### src/rtl/xlat_pkg.sv
package xlat_pkg;
  typedef enum logic [1:0] {
    ACC_READ  = 2'd0,
    ACC_WRITE = 2'd1,
    ACC_FETCH = 2'd2,
    ACC_BAD   = 2'd3
  } acc_e;

  typedef enum logic [2:0] {
    RK_REAL    = 3'd0,
    RK_WALK    = 3'd1,
    RK_ISEG    = 3'd2,
    RK_DSEG    = 3'd3,
    RK_ILLEGAL = 3'd4
  } rkind_e;
endpackage

### src/rtl/xlat_mode_decode.sv
module xlat_mode_decode #(
  parameter int EA_W     = 64,
  parameter int LPID_W   = 12,
  parameter int PID_W    = 20,
  parameter int REAL_CLR = 4
) (
  input  logic [EA_W-1:0]   ea,
  input  logic [1:0]        acc,
  input  logic              hv,
  input  logic              vhyp,
  input  logic              ir,
  input  logic              dr,
  input  logic [LPID_W-1:0] cfg_lpid,
  input  logic [PID_W-1:0]  cfg_pid,
  output logic [2:0]        kind,
  output logic [EA_W-1:0]   raddr,
  output logic [2:0]        perm,
  output logic [LPID_W-1:0] lpid,
  output logic [PID_W-1:0]  pid
);
  import xlat_pkg::*;

  localparam logic [EA_W-1:0] REAL_MASK = {{REAL_CLR{1'b0}}, {(EA_W-REAL_CLR){1'b1}}};

  logic [1:0] quad;
  logic       reloc_on;
  logic       bypass;

  assign quad     = ea[EA_W-1 -: 2];
  assign reloc_on = (acc == ACC_FETCH) ? ir : dr;
  assign bypass   = (hv | vhyp) & ~reloc_on;

  always_comb begin
    kind  = RK_WALK;
    raddr = '0;
    perm  = 3'b000;
    lpid  = '0;
    pid   = '0;
    if (acc == ACC_BAD) begin
      kind = RK_ILLEGAL;
    end else if (bypass) begin
      kind  = RK_REAL;
      raddr = ea & REAL_MASK;
      perm  = 3'b111;
    end else if (hv) begin
      unique case (quad)
        2'd0: pid = cfg_pid;
        2'd1: begin lpid = cfg_lpid; pid = cfg_pid; end
        2'd2: lpid = cfg_lpid;
        default: ;
      endcase
    end else begin
      unique case (quad)
        2'd0: begin lpid = cfg_lpid; pid = cfg_pid; end
        2'd3: lpid = cfg_lpid;
        default: kind = (acc == ACC_FETCH) ? RK_ISEG : RK_DSEG;
      endcase
    end
  end
endmodule

### src/rtl/xlat_fault_regs.sv
module xlat_fault_regs #(
  parameter int EA_W      = 64,
  parameter int CAUSE_W   = 32,
  parameter int STORE_BIT = 25
) (
  input  logic               clk,
  input  logic               rst,
  input  logic               seg_data,
  input  logic               seg_any,
  input  logic [EA_W-1:0]    seg_ea,
  input  logic               sf_valid,
  input  logic [1:0]         sf_acc,
  input  logic [EA_W-1:0]    sf_ea,
  input  logic [CAUSE_W-1:0] sf_cause,
  output logic [EA_W-1:0]    flt_addr,
  output logic [CAUSE_W-1:0] flt_status,
  output logic [CAUSE_W-1:0] flt_icode
);
  import xlat_pkg::*;

  localparam logic [CAUSE_W-1:0] STORE_FLAG = CAUSE_W'(1) << STORE_BIT;

  always_ff @(posedge clk) begin
    if (rst) begin
      flt_addr   <= '0;
      flt_status <= '0;
      flt_icode  <= '0;
    end else begin
      if (seg_any) begin
        flt_icode <= '0;
        if (seg_data) flt_addr <= seg_ea;
      end
      if (sf_valid) begin
        if (sf_acc == ACC_FETCH) begin
          flt_icode <= sf_cause;
        end else if (sf_acc != ACC_BAD) begin
          flt_status <= sf_cause | ((sf_acc == ACC_WRITE) ? STORE_FLAG : '0);
          flt_addr   <= sf_ea;
          flt_icode  <= '0;
        end
      end
    end
  end
endmodule

### src/rtl/xlat_ctx_frontend.sv
module xlat_ctx_frontend #(
  parameter int EA_W      = 64,
  parameter int LPID_W    = 12,
  parameter int PID_W     = 20,
  parameter int CAUSE_W   = 32,
  parameter int STORE_BIT = 25,
  parameter int REAL_CLR  = 4
) (
  input  logic               clk,
  input  logic               rst,
  input  logic               req_valid,
  output logic               req_ready,
  input  logic [EA_W-1:0]    req_ea,
  input  logic [1:0]         req_acc,
  input  logic               req_hv,
  input  logic               req_vhyp,
  input  logic               req_ir,
  input  logic               req_dr,
  input  logic [LPID_W-1:0]  cfg_lpid,
  input  logic [PID_W-1:0]   cfg_pid,
  output logic               rsp_valid,
  input  logic               rsp_ready,
  output logic [2:0]         rsp_kind,
  output logic [EA_W-1:0]    rsp_raddr,
  output logic [2:0]         rsp_perm,
  output logic [LPID_W-1:0]  rsp_lpid,
  output logic [PID_W-1:0]   rsp_pid,
  output logic [EA_W-1:0]    rsp_ea,
  output logic [1:0]         rsp_acc,
  input  logic               sf_valid,
  input  logic [1:0]         sf_acc,
  input  logic [EA_W-1:0]    sf_ea,
  input  logic [CAUSE_W-1:0] sf_cause,
  output logic [EA_W-1:0]    flt_addr,
  output logic [CAUSE_W-1:0] flt_status,
  output logic [CAUSE_W-1:0] flt_icode
);
  import xlat_pkg::*;

  logic [2:0]        d_kind;
  logic [EA_W-1:0]   d_raddr;
  logic [2:0]        d_perm;
  logic [LPID_W-1:0] d_lpid;
  logic [PID_W-1:0]  d_pid;
  logic              accept;
  logic              seg_data;
  logic              seg_any;

  assign req_ready = ~rsp_valid;
  assign accept    = req_valid & req_ready;
  assign seg_data  = accept & (d_kind == RK_DSEG);
  assign seg_any   = accept & ((d_kind == RK_DSEG) | (d_kind == RK_ISEG));

  xlat_mode_decode #(
    .EA_W(EA_W), .LPID_W(LPID_W), .PID_W(PID_W), .REAL_CLR(REAL_CLR)
  ) u_dec (
    .ea(req_ea), .acc(req_acc), .hv(req_hv), .vhyp(req_vhyp),
    .ir(req_ir), .dr(req_dr), .cfg_lpid(cfg_lpid), .cfg_pid(cfg_pid),
    .kind(d_kind), .raddr(d_raddr), .perm(d_perm), .lpid(d_lpid), .pid(d_pid)
  );

  xlat_fault_regs #(
    .EA_W(EA_W), .CAUSE_W(CAUSE_W), .STORE_BIT(STORE_BIT)
  ) u_flt (
    .clk(clk), .rst(rst), .seg_data(seg_data), .seg_any(seg_any), .seg_ea(req_ea),
    .sf_valid(sf_valid), .sf_acc(sf_acc), .sf_ea(sf_ea), .sf_cause(sf_cause),
    .flt_addr(flt_addr), .flt_status(flt_status), .flt_icode(flt_icode)
  );

  always_ff @(posedge clk) begin
    if (rst) begin
      rsp_valid <= 1'b0;
      rsp_kind  <= '0;
      rsp_raddr <= '0;
      rsp_perm  <= '0;
      rsp_lpid  <= '0;
      rsp_pid   <= '0;
      rsp_ea    <= '0;
      rsp_acc   <= '0;
    end else if (accept) begin
      rsp_valid <= 1'b1;
      rsp_kind  <= d_kind;
      rsp_raddr <= d_raddr;
      rsp_perm  <= d_perm;
      rsp_lpid  <= d_lpid;
      rsp_pid   <= d_pid;
      rsp_ea    <= req_ea;
      rsp_acc   <= req_acc;
    end else if (rsp_valid && rsp_ready) begin
      rsp_valid <= 1'b0;
    end
  end
endmodule

### config.mk
export PLATFORM = sky130hd
export DESIGN_NAME = xlat_ctx_frontend
export DESIGN_NICKNAME = d
export VERILOG_FILES = /design/src/rtl/xlat_pkg.sv /design/src/rtl/xlat_mode_decode.sv /design/src/rtl/xlat_fault_regs.sv /design/src/rtl/xlat_ctx_frontend.sv
export SDC_FILE = /design/constraint.sdc
export NUM_CORES = 1
export LEC_CHECK = 0
export BUFFER_PORTS_ARGS = -buffer_cell sky130_fd_sc_hd__buf_4
export CAP_MARGIN = 25
export CORE_AREA = 2 2 195 197
export DETAILED_ROUTE_END_ITERATION = 16
export DIE_AREA = 0 0 197 199
export SYNTH_ARGS = -nofsm -noshare
export SYNTH_HDL_FRONTEND = slang
export SYNTH_SLANG_ARGS = --single-unit
### constraint.sdc
create_clock -name clk -period 1.55 [get_ports clk]
set_input_delay 0.0775 -clock clk [delete_from_list [all_inputs] [get_ports clk]]
set_output_delay 0.0775 -clock clk [all_outputs]
set_load 0.1 [all_outputs]
==> flow_metrics.tcl <==
set metrics [dict create \
    outcome "finished with violations" \
    violations "hold timing, setup timing" \
    synthToLayoutAreaGrowth_pct 87.1 \
    mostFrequentLayoutCell "buf_4" \
    slew_viol_final 0 \
    grt_max_degree 92 \
    die_area_um2 39200 \
    fmax_mhz 579 \
    start_util_pct 28.9 \
    ys_seq_area_share_pct 54.2 \
    coreArea_um2 37100 \
    rsz0062_at_grt "true" \
    fin_area_um2 20100 \
    cts_root_buf "clkbuf_16" \
    ios 503 \
    antenna_found_initial 1 \
    drt-initial-drc-count 613 \
    grt_pass1_wl_um 66900 \
    drc 0 \
    io_buffers 498 \
    whs_ps -1.67 \
    gr-usage-all-layers_pct 21.5 \
    critPathLaunchType "register" \
    netlist-cell-type-count 34 \
    h-tree-depth 2 \
    die_h_um 199 \
    vias 12400 \
    fillers 3190 \
    clkTransAtPathRegs_ps 60 \
    drt.antenna.violating_nets 0 \
    clk_path_buf_depth 3 \
    synthFlopType "dfxtp_1" \
    fin_crit_ps 1730 \
    syn_area_per_cell_um2 8.16 \
    dpl_cell_area_um2 15300 \
    irDropWorstVdd_mv 0.862 \
    p_leak_nw 8.54 \
    cts_tree "built" \
    worstHoldStart "sf_ea[7]" \
    cp_data_required_time_ps 1970 \
    clock_latency_ps 510 \
    dieWidth_um 197 \
    fin_ws_ps -177 \
    startpoint "rsp_valid" \
    min_path_type "in -> reg" \
    arrival_ps 2140 \
    wl_um 49400 \
    maxCapViolations 0 \
    vias_per_cell 4.91 \
    ys_ff_latch 291 \
    synth_cells 1316 \
    r2r-start "rsp_valid" \
    cp_max_fo 12 \
    detailed_place_hpwl_um 29900 \
    synth_edf_count 0 \
    nets 2231 \
    worstSetupPathType "reg -> reg" \
    grt_pass1_vias 12200 \
    clkSinkCount 291 \
    final_cell_mix "buf_4, nand2_1, dfxtp_1" \
    setup_viol 137 \
    cts_buffers 34 \
    cp-end-kind "register" \
    drive_gt1_share_pct 40.9 \
    pwr_density_cell_nw_per_um2 1160 \
    ys_warn_count 0 \
    synth_area_um2 10700 \
    grt_overflow_total 0 \
    synthArstFlopShare_pct 0 \
    num_rows 71 \
    clock-skew-final_ps 11.2 \
    detailedRoute.firstPassIterationCount 6 \
    place_congestion 0.835 \
    final_util_pct 54.1 \
    post_drt_wl_per_cell_um 19.6 \
    post-route-period-util_pct 111 \
    hold_viol 1 \
]
[power breakdown]
group	total, mW	switching (mW)	internal (mW)
Sequential	8.11	0.232	7.88
Clock	8.75	3.24	5.50
Combinational	6.41	4.52	1.89
[area by class of cell]
class / count / area, um^2 / share of cell area [%]
clock inverters: 12 / 190 / 0.947
flip-flops and latches: 291 / 5830 / 29.0
repair buffers: 787 / 7200 / 35.8
clock buffers: 49 / 1040 / 5.18
well taps: 474 / 593 / 2.95
diodes: 1 / 2.50 / 0.0125
inverters: 5 / 18.8 / 0.0934
multi-input cells: 905 / 5220 / 26.0
[repair_timing]
action / in CTS / in global routing
gates resized for setup: 24 / 240
pin swaps: 9 / 60
buffers inserted: 2 / 16
endpoints found under the setup margin: 115 / 198
endpoints found under the hold margin: 289 / 0
hold buffers: 196 / 0
cloned: 2 / 23
[critical path, cell delays in order (launching register included)]
cell and delay [ps]:
dfxtp_4 350, buf_6 110, and4bb_2 310, o211a_4 220, buf_12 160, clkbuf_16 180
a21oi_1 70, a211oi_1 230
[registers in the layout, summed over array words and instances, names as in the netlist]
signal,flops
rsp_lpid,12
rsp_kind,3
rsp_valid,1
u_flt.flt_icode,32
u_flt.flt_status,32
rsp_perm,1
rsp_raddr,60
rsp_acc,2
u_flt.flt_addr,64
rsp_pid,20
rsp_ea,64
[layer usage]
metal	routed length, um	track usage [%]
met3	3410	5.46
met2	24300	36.8
met4	2160	9.72
met5	0	0
met1	19500	25.4
[synth_stat cells (all sizes together), types with 2 or more instances]
cell    count  area (um^2)
o211ai      2         20.0
a32oi      32          280
clkbuf     73          274
nand3       2         10.0
dfxtp     291         5830
ha          2         25.0
inv         5         18.8
nor3        2         10.0
o211a       2         20.0
nand2     360         1350
buf        46          280
nor2      102          383
a211oi     57          428
nor2b      36          225
a21oi     248         1240
a311oi      8         70.1
nand2b      3         18.8
o21ai      33          165
[final timing paths]
check,cells after the start,slack (ps),end
worst max-delay path,7,-180,u_flt.flt_addr[1]
worst min-delay path,3,-2,u_flt.flt_addr[7]
worst max register to register,7,-180,u_flt.flt_addr[1]
worst min register to register,2,450,rsp_raddr[29]
[cells by family after synthesis]
kind of cell / after synthesis / share of synthesized area (%)
adders and majority gates: 2 / 0.233
xor gates and xnor gates: 1 / 0.0816
DFF: 291 / 54.2
other: 1 / 0.0349
AOI/OAI and AO/OA: 386 / 21.0
and+or+nand+nor: 511 / 19.1
buffers and inverters: 124 / 5.34
[through the flow]
step / power (mW) / instances / TNS (ps) / setup slack, ps
3_3_place_gp: 13.6 / 2225 / -16820 / -356
3_5_place_dp: 13.7 / 2226 / -12370 / -213
2_1_floorplan: 12.0 / 1319 / -461 / -9.22
6_report: 23.3 / 2524 / -11010 / -177
4_1_cts: 22.9 / 2487 / -6160 / -151
5_1_grt: 23.9 / 2524 / -19170 / -201
Power figures use the tool's default switching activity.
